## src/rtl/dma_prog_pkg.sv

```systemverilog
package dma_prog_pkg;
  localparam int NUM_CH  = 4;
  localparam int CH_W    = $clog2(NUM_CH);
  localparam int BYTE_W  = 8;
  localparam int REG_W   = 2 * BYTE_W;
  localparam int MODE_W  = BYTE_W - CH_W;
  localparam int OFS_W   = 4;

  localparam logic [OFS_W-1:0] OFS_CMD_STAT = 4'd8;
  localparam logic [OFS_W-1:0] OFS_REQ      = 4'd9;
  localparam logic [OFS_W-1:0] OFS_MASK1    = 4'd10;
  localparam logic [OFS_W-1:0] OFS_MODE     = 4'd11;
  localparam logic [OFS_W-1:0] OFS_CLR_PTR  = 4'd12;
  localparam logic [OFS_W-1:0] OFS_MCLR     = 4'd13;
  localparam logic [OFS_W-1:0] OFS_CLR_MASK = 4'd14;
  localparam logic [OFS_W-1:0] OFS_MASK_ALL = 4'd15;

  // strobes from control to datapath
  typedef struct packed {
    logic            wrAddr;
    logic            wrCount;
    logic            wrCmd;
    logic            wrReq;
    logic            wrMask1;
    logic            wrMaskAll;
    logic            clrMask;
    logic            wrMode;
    logic            mclr;
    logic            rdStatus;
    logic            byteHi;
    logic [CH_W-1:0] ch;
  } dmaStrobes_t;
endpackage

```

## src/rtl/dma_prog_ctrl.sv

```systemverilog
module dma_prog_ctrl
  import dma_prog_pkg::*;
(
  input  logic             clk,
  input  logic             rstN,
  input  logic [OFS_W-1:0] busAddr,
  input  logic             busWr,
  input  logic             busRd,
  output dmaStrobes_t      strb
);
  logic ptrHi;
  logic rdOnly;
  logic chanSpace;

  assign rdOnly    = busRd && !busWr;
  assign chanSpace = !busAddr[OFS_W-1];

  // shared byte pointer
  always_ff @(posedge clk or negedge rstN) begin
    if (!rstN) begin
      ptrHi <= 1'b0;
    end else if (busWr && (busAddr == OFS_MCLR || busAddr == OFS_CLR_PTR)) begin
      ptrHi <= 1'b0;
    end else if ((busWr || rdOnly) && chanSpace) begin
      ptrHi <= !ptrHi;
    end
  end

  always_comb begin
    strb           = '0;
    strb.byteHi    = ptrHi;
    strb.ch        = busAddr[CH_W:1];
    strb.wrAddr    = busWr && chanSpace && !busAddr[0];
    strb.wrCount   = busWr && chanSpace &&  busAddr[0];
    strb.wrCmd     = busWr && busAddr == OFS_CMD_STAT;
    strb.wrReq     = busWr && busAddr == OFS_REQ;
    strb.wrMask1   = busWr && busAddr == OFS_MASK1;
    strb.wrMode    = busWr && busAddr == OFS_MODE;
    strb.mclr      = busWr && busAddr == OFS_MCLR;
    strb.clrMask   = busWr && busAddr == OFS_CLR_MASK;
    strb.wrMaskAll = busWr && busAddr == OFS_MASK_ALL;
    strb.rdStatus  = rdOnly && busAddr == OFS_CMD_STAT;
  end
endmodule

```

## src/rtl/dma_prog_chan.sv

```systemverilog
module dma_prog_chan
  import dma_prog_pkg::*;
(
  input  logic              clk,
  input  logic              rstN,
  input  logic              busWrAddr,
  input  logic              busWrCount,
  input  logic              byteHi,
  input  logic [BYTE_W-1:0] wrData,
  input  logic              engEn,
  input  logic [REG_W-1:0]  engAddr,
  input  logic [REG_W-1:0]  engCount,
  output logic [REG_W-1:0]  baseAddr,
  output logic [REG_W-1:0]  baseCount,
  output logic [REG_W-1:0]  curAddr,
  output logic [REG_W-1:0]  curCount
);
  function automatic logic [REG_W-1:0] putByte(input logic [REG_W-1:0] old,
                                               input logic hi,
                                               input logic [BYTE_W-1:0] d);
    putByte = hi ? {d, old[BYTE_W-1:0]} : {old[REG_W-1:BYTE_W], d};
  endfunction

  always_ff @(posedge clk or negedge rstN) begin
    if (!rstN) begin
      baseAddr  <= '0;
      baseCount <= '0;
      curAddr   <= '0;
      curCount  <= '0;
    end else begin
      if (busWrAddr) begin
        baseAddr <= putByte(baseAddr, byteHi, wrData);
        curAddr  <= putByte(curAddr, byteHi, wrData);
      end else if (engEn) begin
        curAddr  <= engAddr;
      end
      if (busWrCount) begin
        baseCount <= putByte(baseCount, byteHi, wrData);
        curCount  <= putByte(curCount, byteHi, wrData);
      end else if (engEn) begin
        curCount  <= engCount;
      end
    end
  end
endmodule

```

## src/rtl/dma_prog_datapath.sv

```systemverilog
module dma_prog_datapath
  import dma_prog_pkg::*;
(
  input  logic                     clk,
  input  logic                     rstN,
  input  dmaStrobes_t              strb,
  input  logic [OFS_W-1:0]         busAddr,
  input  logic [BYTE_W-1:0]        busWrData,
  output logic [BYTE_W-1:0]        busRdData,
  input  logic                     engWrEn,
  input  logic [CH_W-1:0]          engWrCh,
  input  logic [REG_W-1:0]         engWrAddr,
  input  logic [REG_W-1:0]         engWrCount,
  input  logic [NUM_CH-1:0]        engTc,
  output logic [NUM_CH*REG_W-1:0]  chBaseAddr,
  output logic [NUM_CH*REG_W-1:0]  chBaseCount,
  output logic [NUM_CH*REG_W-1:0]  chCurAddr,
  output logic [NUM_CH*REG_W-1:0]  chCurCount,
  output logic [NUM_CH-1:0]        chMask,
  output logic [NUM_CH*MODE_W-1:0] chMode,
  output logic [BYTE_W-1:0]        cmdReg,
  output logic [NUM_CH-1:0]        chReq
);
  logic [NUM_CH-1:0] tcFlag;
  logic [CH_W-1:0]   dataCh;

  assign dataCh = busWrData[CH_W-1:0];

  for (genvar i = 0; i < NUM_CH; i++) begin : g_chan
    logic hitCh;
    assign hitCh = strb.ch == CH_W'(i);
    dma_prog_chan u_chan (
      .clk        (clk),
      .rstN       (rstN),
      .busWrAddr  (strb.wrAddr && hitCh),
      .busWrCount (strb.wrCount && hitCh),
      .byteHi     (strb.byteHi),
      .wrData     (busWrData),
      .engEn      (engWrEn && engWrCh == CH_W'(i)),
      .engAddr    (engWrAddr),
      .engCount   (engWrCount),
      .baseAddr   (chBaseAddr[i*REG_W +: REG_W]),
      .baseCount  (chBaseCount[i*REG_W +: REG_W]),
      .curAddr    (chCurAddr[i*REG_W +: REG_W]),
      .curCount   (chCurCount[i*REG_W +: REG_W])
    );

    always_ff @(posedge clk or negedge rstN) begin
      if (!rstN) begin
        chMode[i*MODE_W +: MODE_W] <= '0;
      end else if (strb.wrMode && dataCh == CH_W'(i)) begin
        chMode[i*MODE_W +: MODE_W] <= busWrData[BYTE_W-1:CH_W];
      end
    end
  end

  // mask bits
  always_ff @(posedge clk or negedge rstN) begin
    if (!rstN) begin
      chMask <= '1;
    end else if (strb.mclr) begin
      chMask <= '1;
    end else if (strb.clrMask) begin
      chMask <= '0;
    end else if (strb.wrMaskAll) begin
      chMask <= busWrData[NUM_CH-1:0];
    end else if (strb.wrMask1) begin
      chMask[dataCh] <= busWrData[CH_W];
    end
  end

  // command, request, terminal count
  always_ff @(posedge clk or negedge rstN) begin
    if (!rstN) begin
      cmdReg <= '0;
      chReq  <= '0;
      tcFlag <= '0;
    end else if (strb.mclr) begin
      cmdReg <= '0;
      chReq  <= '0;
      tcFlag <= '0;
    end else begin
      if (strb.wrCmd) cmdReg <= busWrData;
      if (strb.wrReq) chReq[dataCh] <= busWrData[CH_W];
      tcFlag <= (strb.rdStatus ? '0 : tcFlag) | engTc;
    end
  end

  // read mux
  always_comb begin
    logic [REG_W-1:0] sel;
    sel       = busAddr[0] ? chCurCount[strb.ch*REG_W +: REG_W]
                           : chCurAddr[strb.ch*REG_W +: REG_W];
    busRdData = '0;
    if (!busAddr[OFS_W-1]) begin
      busRdData = strb.byteHi ? sel[REG_W-1:BYTE_W] : sel[BYTE_W-1:0];
    end else if (busAddr == OFS_CMD_STAT) begin
      busRdData = {chReq, tcFlag};
    end
  end
endmodule

```

## src/rtl/dma_prog_regs.sv

```systemverilog
module dma_prog_regs
  import dma_prog_pkg::*;
(
  input  logic                     clk,
  input  logic                     rstN,
  input  logic [OFS_W-1:0]         busAddr,
  input  logic [BYTE_W-1:0]        busWrData,
  input  logic                     busWr,
  input  logic                     busRd,
  output logic [BYTE_W-1:0]        busRdData,
  input  logic                     engWrEn,
  input  logic [CH_W-1:0]          engWrCh,
  input  logic [REG_W-1:0]         engWrAddr,
  input  logic [REG_W-1:0]         engWrCount,
  input  logic [NUM_CH-1:0]        engTc,
  output logic [NUM_CH*REG_W-1:0]  chBaseAddr,
  output logic [NUM_CH*REG_W-1:0]  chBaseCount,
  output logic [NUM_CH*REG_W-1:0]  chCurAddr,
  output logic [NUM_CH*REG_W-1:0]  chCurCount,
  output logic [NUM_CH-1:0]        chMask,
  output logic [NUM_CH*MODE_W-1:0] chMode,
  output logic [BYTE_W-1:0]        cmdReg,
  output logic [NUM_CH-1:0]        chReq
);
  dmaStrobes_t strb;

  dma_prog_ctrl u_ctrl (
    .clk     (clk),
    .rstN    (rstN),
    .busAddr (busAddr),
    .busWr   (busWr),
    .busRd   (busRd),
    .strb    (strb)
  );

  dma_prog_datapath u_dp (
    .clk         (clk),
    .rstN        (rstN),
    .strb        (strb),
    .busAddr     (busAddr),
    .busWrData   (busWrData),
    .busRdData   (busRdData),
    .engWrEn     (engWrEn),
    .engWrCh     (engWrCh),
    .engWrAddr   (engWrAddr),
    .engWrCount  (engWrCount),
    .engTc       (engTc),
    .chBaseAddr  (chBaseAddr),
    .chBaseCount (chBaseCount),
    .chCurAddr   (chCurAddr),
    .chCurCount  (chCurCount),
    .chMask      (chMask),
    .chMode      (chMode),
    .cmdReg      (cmdReg),
    .chReq       (chReq)
  );
endmodule

```

## config.mk

```make
export PLATFORM = sky130hd
export DESIGN_NAME = dma_prog_regs
export DESIGN_NICKNAME = d
export VERILOG_FILES = /design/src/rtl/dma_prog_pkg.sv /design/src/rtl/dma_prog_ctrl.sv /design/src/rtl/dma_prog_chan.sv /design/src/rtl/dma_prog_datapath.sv /design/src/rtl/dma_prog_regs.sv
export SDC_FILE = /design/constraint.sdc
export NUM_CORES = 1
export LEC_CHECK = 0
export BUFFER_PORTS_ARGS = -buffer_cell sky130_fd_sc_hd__buf_4
export CORE_MARGIN = 1.5
export CORE_UTILIZATION = 45
export DETAILED_ROUTE_END_ITERATION = 10
export GPL_TIMING_DRIVEN = 0
export HOLD_SLACK_MARGIN = 0.08
export PLACE_DENSITY = 0.67
export SYNTH_ARGS = -nofsm -noshare
export SYNTH_HDL_FRONTEND = slang
export SYNTH_SLANG_ARGS = --single-unit
```

## constraint.sdc

```tcl
create_clock -name clk -period 5.5 [get_ports clk]
set_input_delay 1.65 -clock clk [delete_from_list [all_inputs] [get_ports clk]]
set_output_delay 1.65 -clock clk [all_outputs]
set_load 0.05 [all_outputs]
```

==> flow_summary.yaml <==
status:
  status: "completed"
critical_path:
  slowest_delay_ns: 0.40
  critical_path_class: "in -> out"
  cp_slowest_cell: "o221ai_1"
  end_kind: "primary output"
  worstPathCellList: "buf_4 -> buf_6 -> buf_6 -> buf_8 -> nand2_1 -> a2bb2oi_1 -> o221ai_1 -> o211ai_1 -> buf_4"
  cp.arrival_ns: 3.73
  worstPathRequired_ns: 3.85
  startpoint_type: "primary input"
  crit_fanout: 10
floorplanning:
  initial_core_util_pct: 45.7
  io_pins: 359
  core-area_um2: 30500
  dieArea_um2: 32000
  rows: 64
  fp.dieH_um: 179
  chipWidth_um: 179
clocking:
  postCtsSetupBuffers: 0
  clkSinkCount: 301
  clock_path_buffers: 3
  insertion_delay_ns: 0.53
  clk_pin_slew_ns: 0.06
  cts_root_buf: "clkbuf_16"
  post_cts_resized: 0
  htreeDepth: 2
  cts_tree: "done"
  hold_buffers: 0
  numCtsBuffers: 35
power:
  pwr-share-seq_pct: 34.4
  p_clk_share_pct: 26.4
  p_comb_share_pct: 39.2
  p_sw_share_pct: 42.2
  switchingPower_mw: 3.75
  peakVddDrop_mv: 0.337
  p_per_area_nw_per_um2: 486
  power.internal_mw: 5.14
  p_leak_nw: 9.46
cells_and_area:
  area_growth_syn_to_layout_pct: 31.3
  drive_gt1_share_pct: 43.0
  insertedDiodeCount: 0
  fillers: 2558
  final_nets: 1550
  instances_no_fill: 1914
global_route:
  grt_antenna_before_repair: 0
  grt_pass1_wl_um: 78600
  grt_max_degree: 121
  busiest_layer: "met2"
  track_usage_pct: 34.4
  met2_usage_pct: 52.3
  grt_pass1_vias: 11700
  grt_overflow_total: 0
  grt_util_met3_pct: 12.3
  grt_util_met1_pct: 43.7
synth:
  netlist_area_um2: 13900
  yosys-top-cells-area: "dfrtp_1, mux2_2, a22o_1"
  synth_common_cells: "dfrtp_1, mux2_2, a21o_1"
  yosysTopAreaCell: "dfrtp_1"
  ys_seq_elements: 301
  synthFlopType: "dfrtp_1"
  synth_xor_area_share_pct: 0
  syn-num-nets: 1159
  async_flop_share_pct: 100
  synth_top_family_by_area: "compound AO/OA/AOI/OAI gates"
  yosys_warnings: 0
  synth-edff-count: 0
  avgSynthCellArea_um2: 12.6
  synth-simple-area-share_pct: 7.88
  synth.area.mux_share_pct: 14.4
  yosysMostFrequentCell: "dfrtp_1"
  synth_compound_area_share_pct: 19.0
  ys_types: 61
  syn_inst: 1104
  ys_seq_area_share_pct: 54.1
  synth_fa_ha_area_share_pct: 0
  synth_top_area_share_pct: 53.4
timing:
  skew_ns: 0.0133
  slew_headroom_pct: 35.8
  fmax_ghz: 0.186
  min_period_ns: 5.38
  rsz0062_at_grt: "no"
  finalHoldViolations: 0
  finalCritPeriodShare_pct: 97.9
  setup_slack_ns: 0.115
  finalMaxSlewViolations: 0
  worstMarginPinSlew_ns: 0.962
  finalSetupViolCount: 0
placement:
  place_congestion: 0.981
  dpl.hpwl_um: 40300
  io_buffers: 353
  dp_cells: 1855
  dp_slack_ns: -0.0289
routing:
  dr_total_vias: 11800
  avgRoutedWirePerCell_um: 29.0
  vias_per_cell: 6.14
  drc: 0
  firstDrtPassIters: 5
  drtIter0Drc: 1202
  ant_nets: 0
  wl_um: 55600
run:
  max-cap-violations: 0
worst_hold_path:
  min_path_type: "reg -> reg"
==> critical path, delay by kind of cell <==
family,cells,cell delay [ns]
buf+inv,5,0.95
compound gates,3,0.83
simple gates,1,0.27
==> metrics by stage <==
stage / TNS (ns) / cell area [um^2] / power, mW / util (%) / hold slack [ns]
after CTS: 0 / 18300 / 8.90 / 59.9 / 0.481
final: 0 / 18300 / 8.89 / 59.9 / 0.476
after global routing: 0 / 18300 / 9.16 / 59.9 / 0.489
after global placement: -0.0162 / 17100 / 6.51 / 56.0 / 0.465
after detailed placement: -0.0289 / 17100 / 6.56 / 56.2 / 0.467
after floorplan: 0 / 13900 / 5.30 / - / 0.477
==> final timing paths <==
| kind | from | to | slack (ns) | cells past startpoint |
|---|---|---|---|---|
| worst max-delay path | busAddr[0] | busRdData[2] | 0.12 | 9 |
| worst min-delay path | u_dp.g_chan[2].u_chan.baseAddr[13] | u_dp.g_chan[2].u_chan.baseAddr[13] | 0.48 | 1 |
| min in group asynchronous | rstN | u_dp.g_chan[2].u_chan.baseAddr[9] | 1.09 | 1 |
| worst min register to register | u_dp.g_chan[2].u_chan.baseAddr[13] | u_dp.g_chan[2].u_chan.baseAddr[13] | 0.48 | 1 |
| worst max register to register | u_ctrl.ptrHi | u_dp.g_chan[3].u_chan.curAddr[3] | 3.38 | 5 |
| max in group asynchronous | rstN | u_dp.g_chan[2].u_chan.baseCount[9] | 3.38 | 2 |
==> sequential cells by signal, indices dropped and copies added, names as in the netlist, 4 cells and up <==
name and flops:
u_dp.chMask 4, u_dp.chMode 24, u_dp.chReq 4, u_dp.cmdReg 8
u_dp.g_chan.u_chan.baseAddr 64, u_dp.g_chan.u_chan.baseCount 64, u_dp.g_chan.u_chan.curAddr 64, u_dp.g_chan.u_chan.curCount 64
u_dp.tcFlag 4
==> cells by family (layout without fill, tap and decap cells) <==
group | Yosys count | after routing
AOI/OAI and AO/OA | 334 | 334
and+or+nand+nor | 199 | 199
DFF | 301 | 301
muxes | 171 | 171
buffers and inverters | 99 | 513
==> layout by cell type, fill, tap and decap left out, types with 5 or more instances in the layout <==
cell	count
buf_4	363
dfrtp_1	297
mux2_2	132
a21o_1	115
a22o_1	106
nand2_1	62
clkbuf_1	39
clkbuf_16	36
nor2_1	35
mux2i_1	29
buf_6	25
buf_2	21
a221o_1	20
o22ai_1	19
o21ai_0	18
and2_1	17
nor3_1	15
a21oi_1	13
nand3_1	12
nand2b_1	10
mux4_2	10
nor2_2	9
a22oi_1	8
and3_1	8
nor3_4	7
clkbuf_8	7
clkinv_2	6
a221oi_1	5
nor2b_1	5
a21oi_2	5
==> power by group through the flow <==
stage	clock network, mW	registers [mW]	logic [mW]
finish	2.35	3.06	3.48
global route	2.46	3.10	3.60
CTS	2.36	3.05	3.49
detailed placement	0	3.08	3.48
global placement	0	3.06	3.45
floorplan	0	4.61	0.687
==> routing by layer <==
metal	wire length (um)	share of wire (%)
met1	21000	38
met2	25100	45
met3	6760	12
met4	2660	4.8
met5	0	0
==> cell type report <==
type	instances	area, um^2	share of cell area, %
plain buffers	94	631	3.45
clock buffers	47	1010	5.54
clock inverters	13	139	0.760
inverters	4	15.0	0.0821
multi-input cells	704	5740	31.4
flip-flops and latches	301	7540	41.2
well taps	396	495	2.71
repair buffers	355	2710	14.8
Power figures use the tool's default switching activity.
